[src/rtl/supervisor_wdt.sv]
module supervisor_wdt #(
  parameter int WD_P0_MS    = 150,
  parameter int WD_P1_MS    = 610,
  parameter int WD_P2_MS    = 1200,
  parameter int HOLD_MS     = 250,
  parameter int DEBOUNCE_MS = 20
) (
  input  logic       clk,
  input  logic       rst_n,
  input  logic       tick_ms,
  input  logic       supply_ok,
  input  logic       button_n,
  input  logic       strobe_n,
  input  logic [1:0] period_sel,
  output logic       sys_reset,
  output logic       sys_reset_n
);

  localparam int MAXV = (WD_P2_MS > HOLD_MS) ?
                        ((WD_P2_MS > DEBOUNCE_MS) ? WD_P2_MS : DEBOUNCE_MS) :
                        ((HOLD_MS > DEBOUNCE_MS) ? HOLD_MS : DEBOUNCE_MS);
  localparam int W = $clog2(MAXV + 1);
  localparam logic [W-1:0] P0   = W'(WD_P0_MS);
  localparam logic [W-1:0] P1   = W'(WD_P1_MS);
  localparam logic [W-1:0] P2   = W'(WD_P2_MS);
  localparam logic [W-1:0] HOLD = W'(HOLD_MS);
  localparam logic [W-1:0] DEB  = W'(DEBOUNCE_MS);

  logic [2:0]   st_q;
  logic [1:0]   sup_q, btn_q;
  logic [W-1:0] btn_cnt, wd_cnt, hold_cnt, per;
  logic         rst_q, st_fall, btn_act, wd_hit, cause;

  always_ff @(posedge clk or negedge rst_n)
    if (!rst_n) begin
      st_q  <= 3'b111;
      sup_q <= 2'b00;
      btn_q <= 2'b11;
    end else begin
      st_q  <= {st_q[1:0], strobe_n};
      sup_q <= {sup_q[0], supply_ok};
      btn_q <= {btn_q[0], button_n};
    end

  assign st_fall = st_q[2] & ~st_q[1];

  always_comb
    case (period_sel)
      2'b00:   per = P0;
      2'b01:   per = P1;
      default: per = P2;
    endcase

  always_ff @(posedge clk or negedge rst_n)
    if (!rst_n)                          btn_cnt <= '0;
    else if (btn_q[1])                   btn_cnt <= '0;
    else if (tick_ms && btn_cnt != DEB)  btn_cnt <= btn_cnt + 1'b1;

  assign btn_act = ~btn_q[1] & (btn_cnt == DEB);

  assign wd_hit = ~rst_q & tick_ms & ~st_fall & (wd_cnt == per - 1'b1);
  assign cause  = ~sup_q[1] | btn_act | wd_hit;

  always_ff @(posedge clk or negedge rst_n)
    if (!rst_n)                wd_cnt <= '0;
    else if (rst_q || st_fall) wd_cnt <= '0;
    else if (tick_ms)          wd_cnt <= wd_cnt + 1'b1;

  always_ff @(posedge clk or negedge rst_n)
    if (!rst_n) begin
      rst_q    <= 1'b1;
      hold_cnt <= '0;
    end else if (cause) begin
      rst_q    <= 1'b1;
      hold_cnt <= '0;
    end else if (rst_q && tick_ms) begin
      if (hold_cnt == HOLD - 1'b1) begin
        rst_q    <= 1'b0;
        hold_cnt <= '0;
      end else begin
        hold_cnt <= hold_cnt + 1'b1;
      end
    end

  assign sys_reset   = rst_q;
  assign sys_reset_n = ~rst_q;

  p_expire_r3: assert property (@(posedge clk) disable iff (!rst_n)
    (!rst_q && tick_ms && !st_fall && wd_cnt == per - 1'b1) |=> rst_q);

  p_restart_r2: assert property (@(posedge clk) disable iff (!rst_n)
    (!rst_q && st_fall) |=> (wd_cnt == '0));

  p_ignore_r4: assert property (@(posedge clk) disable iff (!rst_n)
    rst_q |=> (wd_cnt == '0));

  p_supply_r6: assert property (@(posedge clk) disable iff (!rst_n)
    !sup_q[1] |=> rst_q);

  p_button_r5: assert property (@(posedge clk) disable iff (!rst_n)
    btn_act |=> rst_q);

  p_release_r7: assert property (@(posedge clk) disable iff (!rst_n)
    $fell(rst_q) |-> ($past(tick_ms) && !$past(cause) && $past(hold_cnt) == HOLD - 1'b1));

  p_fresh_r8: assert property (@(posedge clk) disable iff (!rst_n)
    $fell(rst_q) |-> (wd_cnt == '0));

  p_never_above_r1: assert property (@(posedge clk) disable iff (!rst_n)
    !rst_q |-> (wd_cnt < per));

endmodule

[config.mk]
export PLATFORM = sky130hd
export DESIGN_NAME = supervisor_wdt
export DESIGN_NICKNAME = d
export VERILOG_FILES = /design/src/rtl/supervisor_wdt.sv
export SDC_FILE = /design/constraint.sdc
export NUM_CORES = 1
export LEC_CHECK = 0
export BUFFER_PORTS_ARGS = -buffer_cell sky130_fd_sc_hd__buf_2
export CAP_MARGIN = 25
export CORE_MARGIN = 2
export CORE_UTILIZATION = 45
export CTS_CLUSTER_SIZE = 14
export DETAILED_ROUTE_END_ITERATION = 10
export PLACE_DENSITY = 0.68
export SYNTH_ARGS = -nofsm -noshare
export SYNTH_HDL_FRONTEND = slang
export SYNTH_SLANG_ARGS = --single-unit
[constraint.sdc]
create_clock -name clk -period 4.6 [get_ports clk]
set_input_delay 0 -clock clk [delete_from_list [all_inputs] [get_ports clk]]
set_output_delay 0 -clock clk [all_outputs]
set_load 0.01 [all_outputs]
# ---- Yosys cells after proc, flatten, opt, wreduce, memory -nomap -nowiden
# Cells that the tools add are included.
dict set report op_classes {
  bitwise_logic 12
  addsub 4
  magnitude_cmp 0
  shift 0
  div 0
  n_eq_ne 5
  mul 0
  muxes 11
  n_reduce_logical 9
}
# cell n
set ops {}
lappend ops {{two-way mux 11 bit} 7}
lappend ops {{adder 11 x 1 -> 11 bit (second input constant)} 3}
lappend ops {{one-hot mux 11 bit (2 select lines)} 1}
lappend ops {{equality test 11 bit} 1}
lappend ops {{equality test 11 x 5 -> 1 bit (second input constant)} 1}
lappend ops {{equality test 11 x 8 -> 1 bit (second input constant)} 1}
lappend ops {{!= test 11 x 5 -> 1 bit (second input constant)} 1}
lappend ops {{subtractor 11 x 1 -> 11 bit (second input constant)} 1}
lappend ops {{nonzero test 2 bit} 4}
lappend ops {{bitwise AND 1 bit} 5}
lappend ops {{inverter 1 bit} 5}
lappend ops {{two-way mux 1 bit} 3}
lappend ops {{equality test 2 x 1 -> 1 bit (second input constant)} 1}
lappend ops {{logical AND 1 bit} 2}
lappend ops {{logical NOT 2 bit} 1}
lappend ops {{OR 1 bit} 2}
lappend ops {{AND reduction 2 bit} 1}
lappend ops {{logical OR 1 bit} 1}
dict set report totals {
  regBits 41
  mem_count 0
  ramBits 0
  romBits 0
  input_bits 8
  latchBits 0
}

# ---- Longest topological paths before layout
dict set report logic_depth {
  word_depth 8
  mapped_depth 8
}

# ---- Worst setup path after synthesis
# No wires, ideal clock.
dict set report synth_timing {
  path_kind {register to register}
  from {register btn_cnt[0]}
  to {register hold_cnt[8]}
  path_stages_with_launch 8
  period_less_slack_ns 2.074
  path_buffers 0
  setup_slack_ns 2.526
  t_arrival_ns 1.995
  cell_sequence {dfrtp_1 inv_1 ha_1 or4b_1 o41ai_2 nor2_1 a211oi_1 mux2i_1}
}
dict set report synth_via {
  elab_chain_cells 5
  word_cells_on_any_way 6
  cone_classes {eq/ne (1); mux (1); bitwise (3); reduce/logical (1)}
}
# element line
set synth_rtl {}
lappend synth_rtl {{start, declared} 31} ;# logic [W-1:0] btn_cnt, wd_cnt, hold_cnt, per;
lappend synth_rtl {{start signal, assigned} 57} ;# else if (tick_ms && btn_cnt != DEB) btn_cnt <= btn_cnt + 1'b1;
lappend synth_rtl {{equality test 11 x 5 -> 1 bit *} 59} ;# assign btn_act = ~btn_q[1] & (btn_cnt == DEB);
lappend synth_rtl {{bitwise AND 1 bit *} 59}
lappend synth_rtl {{OR 1 bit * (2 in series)} 62} ;# assign cause = ~sup_q[1] | btn_act | wd_hit;
lappend synth_rtl {{two-way mux 11 bit / nonzero test 2 bit (equally long branches)} n/a}
lappend synth_rtl {{end signal, assigned} 81} ;# hold_cnt <= hold_cnt + 1'b1;
lappend synth_rtl {{end, declared} 31}
# Every way passes the cells marked *; elsewhere a longest branch is shown, timed or not.
# A chain may end at the register's enable or synchronous reset.

# ---- Worst setup path after layout
# Same ends and word-level chain as after synthesis.

==> results.env <==
YOSYSWARNINGS=0
SYNTH.AVG_CELL_AREA_UM2=10.3
MAX_FREQ_MHz=443
PATH_MAX_FANOUT=4
CELLLEAKAGEPOWER_nW=0.992
FIN_CRIT_SH_PCT=49.1
SYNTH_FF_TYPE='sky130_fd_sc_hd__dfrtp_1'
SW_FRAC_OF_TOTAL_PCT=22.7
SETUP_VIOL=0
CLOCKBUFFERDEPTH=2
CP_TOP_FAMILY='compound AO/OA/AOI/OAI gates'
INTPOWER_mW=0.544
COMB_POWER_SHARE_PCT=5.7
ROUTED_WIRE_LENGTH_PER_INSTANCE_UM=14.7
CRIT_PATH_CELL_TRACE='inv_1 > ha_1 > or4b_1 > o41ai_2 > nor2_1 > a211oi_1 > mux2i_1'
NETSWITCHINGPOWER_mW=0.160
CTS_HOLD_BUF=4
POWER_DENSITY_nW_PER_UM2=291
TIGHTEST_SLEW_NS=0.846
FIN_SKEW_NS=0.00763
START_KIND='flip-flop'
DPL_CELL_AREA_UM2=2250
CRIT-REG2REG-LAUNCH='btn_cnt[0]'
DIODES=0
FINAL-MAX-SLEW-VIOLATION-COUNT=0
WORST_R2R_PATH_DEPTH=7
PORT_BUFFERS=9
DRT_FIRST_PASS_ITERS=4
CRITICAL_PATH.REG2REG.ENDPOINT='hold_cnt[8]'
GPL.FINAL_WEIGHTED_CONGESTION=0.769
MIN_PATH_CELLS=3
MAXIMUM_NUMBER_OF_PINS_ON_ONE_NET_BEFORE_GLOBAL_ROUTE_REPAIR=42
INITIAL_CELL_DENSITY_OF_THE_CORE_PCT=46.5
AREA_DELTA_SYNTH_FINAL_PCT=11.0
FIRST_GLOBAL_VIAS=1523
LAYOUT-DRIVE-GT1-SHARE_PCT=12.9
DESIGN_POWER_TOTAL_mW=0.704
SYN-NUM-NETS=224
SHARE_OF_SYNTHESIZED_AREA_OCCUPIED_BY_FLIP_FLOPS_AND_LATCHES_PCT=47.4
SYNTH_TOP_AREA_SHARE_PCT=40.1
POSTROUTEANTENNANETS=0
CORE_REGION_AREA_UM2=4690
PATH_CLASS='flip-flop to flip-flop'
LAYOUT.CELL_AREA.NON_FILLER_UM2=2420
GRT_OVERFLOW=0
CORE.ROWCOUNT=25
SYNTH_CELLS=211
UNREPAIRED_SETUP_ENDPOINTS_AFTER_GLOBAL_ROUTING='false'
CLK_PIN_SLEW_NS=0.08
CRITPATHREQUIREDTIME_NS=4.82
CLOCK_LATENCY_NS=0.30
WORST_SETUP_PATH_END_KIND='flip-flop'
SYNTH.DISTINCT_CELLS=47
PWR-SHARE-SEQ_PCT=53.3
NETLIST_AREA_UM2=2180
CRITICAL-PATH-SLOWEST-CELL='sky130_fd_sc_hd__or4b_1'
COUNT_OF_FLIP_FLOPS_WITH_A_BUILT_IN_ENABLE_AFTER_SYNTHESIS=0
CTS_TREE='built'
TIMING.SLEW.HEADROOM_PCT=43.2
HOLD_VIOL=0
HPWLAFTERDP_UM=2720
HOLD_START='tick_ms'
N_FILL_CELL=422
NNETSFINAL=237
CP.BUFFERS_INVERTERS=1
LAYOUT_COMMON_CELLS='35 x sky130_fd_sc_hd__dfrtp_1, 25 x sky130_fd_sc_hd__nor2_1, 16 x sky130_fd_sc_hd__xor2_1, 12 x sky130_fd_sc_hd__a21oi_1'
SETUP_TOTAL_NEGATIVE_SLACK_NS=0
SYNTH.FF_LATCH_COUNT=41
MAX-CAP-VIOLATIONS=0
CTS-RESIZED-GATES=0
FIN_WORST_HOLD_SLACK_NS=0.106
WORSTHOLDENDPOINT='wd_cnt[0]'
ROOT_BUFFER='sky130_fd_sc_hd__clkbuf_8'
IOS=10
VDD_IR_DROP_MAX_uV=140
GRT_PASS1_WL_UM=7090
DETAIL_ROUTE.WIRELENGTH_UM=4110
TIMING.FINAL.CRIT_PERIOD_NS=2.26
TRITONCTS_NUM_SINKS=41
CRITICAL_PATH_ARRIVAL_NS=2.48
WORST_PATH_LARGEST_CELL_DELAY_NS=0.46
DOMINANT_CELLS_BY_AREA_AFTER_SYNTHESIS='sky130_fd_sc_hd__dfrtp_1 40%, sky130_fd_sc_hd__dfstp_2 7.2%, sky130_fd_sc_hd__xor2_1 6.4%, sky130_fd_sc_hd__nor2_1 4.3%, sky130_fd_sc_hd__ha_1 2.9%'
RRSETUPSLACK_NS=2.34
NUMBER_OF_ANTENNA_VIOLATIONS_AT_THE_FIRST_CHECK_IN_GLOBAL_ROUTING=0
GLOBAL_ROUTE_USAGE_OVER_ALL_LAYERS_PCT=17.1
DIE_WIDTH_UM=73.6
ASYNC_RESET_FF_SHARE_PCT=100
LAYOUT_SETUP_WS_NS=2.34
FLOORPLAN.DIE_AREA_UM2=5420
VIAS=1609
FIRST_ITER_VIOLATIONS=78
MOST_COMMON_LIBRARY_CELL_IN_THE_LAYOUT_IGNORING_FILL_AND_TAPS='sky130_fd_sc_hd__dfrtp_1'
STATUS='completed'
DRCVIOLATIONCOUNT=0
POST-CTS-SETUP-BUFFER-COUNT=0
CTS_BUFFERS=5
FP.DIEH_UM=73.6
HOLD_CLASS='input port to flip-flop'
PLACE_WORST_SETUP_SLACK_NS=2.35
SYNTH_TOP_CELL_BY_AREA='sky130_fd_sc_hd__dfrtp_1'
HTREE_NUM_LEVELS=2
VIA_PER_INST=5.77
CLOCK_SHARE_OF_POWER_PCT=41.0
-- layout make-up --
cell class / count / area (um2) / share of cell area [%]
repair buffers: 14 / 105 / 4.34
flip-flops and latches: 41 / 1030 / 42.7
well taps: 54 / 67.6 / 2.79
clock inverters: 2 / 35.0 / 1.45
inverters: 6 / 22.5 / 0.930
clock buffers: 6 / 72.6 / 3.00
multi-input cells: 156 / 1080 / 44.8
-- tightest hold or removal path, delay by kind of cell --
kind	cells	cell delay (ns)
xor+xnor	1	0.15
buf+inv	1	0.18
simple gates	1	0.04
-- logic make-up after synthesis --
family,Yosys count,synth area share [%]
AO/OA/AOI/OAI,40,13.9
buffers and inverters,14,2.92
flip-flops,41,47.4
AND/OR/NAND/NOR,87,23.0
adder cells (fa/ha/maj),5,2.87
XOR/XNOR,19,7.63
multiplexers,5,2.29
-- synthesized netlist by cell type (2+ instances only) --
library cell / instances
sky130_fd_sc_hd__a211oi_1: 2
sky130_fd_sc_hd__a21o_1: 2
sky130_fd_sc_hd__a21oi_1: 12
sky130_fd_sc_hd__and3_1: 4
sky130_fd_sc_hd__and4_1: 5
sky130_fd_sc_hd__buf_2: 3
sky130_fd_sc_hd__clkbuf_1: 4
sky130_fd_sc_hd__dfrtp_1: 35
sky130_fd_sc_hd__dfstp_2: 6
sky130_fd_sc_hd__ha_1: 5
sky130_fd_sc_hd__inv_1: 6
sky130_fd_sc_hd__mux2i_1: 5
sky130_fd_sc_hd__nand2_1: 9
sky130_fd_sc_hd__nand3_1: 8
sky130_fd_sc_hd__nand3b_1: 7
sky130_fd_sc_hd__nand4_1: 6
sky130_fd_sc_hd__nor2_1: 25
sky130_fd_sc_hd__nor2b_1: 3
sky130_fd_sc_hd__nor3_1: 4
sky130_fd_sc_hd__o2111ai_1: 3
sky130_fd_sc_hd__o211ai_1: 5
sky130_fd_sc_hd__o21ai_0: 6
sky130_fd_sc_hd__or3_1: 4
sky130_fd_sc_hd__or4_1: 2
sky130_fd_sc_hd__xnor2_1: 3
sky130_fd_sc_hd__xor2_1: 16
-- worst max path at each step --
stage	cells past startpoint	start	end
2_1_floorplan	7	btn_cnt[0]	hold_cnt[8]
3_3_place_gp	7	btn_cnt[0]	hold_cnt[6]
3_5_place_dp	7	btn_cnt[0]	hold_cnt[8]
4_1_cts	7	btn_cnt[0]	hold_cnt[8]
5_1_grt	7	hold_cnt[1]	hold_cnt[10]
6_report	7	btn_cnt[0]	hold_cnt[8]
-- flip-flops by register name (all words and copies together), names as in the netlist --
register,count
wd_cnt,11
btn_q,2
st_q,3
btn_cnt,11
sup_q,2
sys_reset,1
hold_cnt,11
-- per-layer routing --
layer | GRT usage, % | wire, um | vias up
met4 | 6.67 | 72 | 0
met3 | 4.12 | 89 | 7
li1 | - | - | 800
met2 | 26.0 | 1840 | 17
met1 | 23.5 | 2110 | 785
met5 | 0 | 0 | -
-- power groups by stage --
stage	logic [mW]	clock network [mW]	registers (mW)
6_report	0.0400	0.289	0.376
5_1_grt	0.0455	0.307	0.377
4_1_cts	0.0385	0.294	0.376
3_5_place_dp	0.0359	0	0.383
3_3_place_gp	0.0350	0	0.382
2_1_floorplan	0.0231	0	0.379
-- stage by stage --
stage | util (%) | instances
after floorplan | - | 211
after global placement | 48.0 | 266
after global routing | 51.6 | 279
after detailed placement | 48.0 | 266
after CTS | 51.2 | 278
final | 51.6 | 279
(Power assumes the default switching activity.)
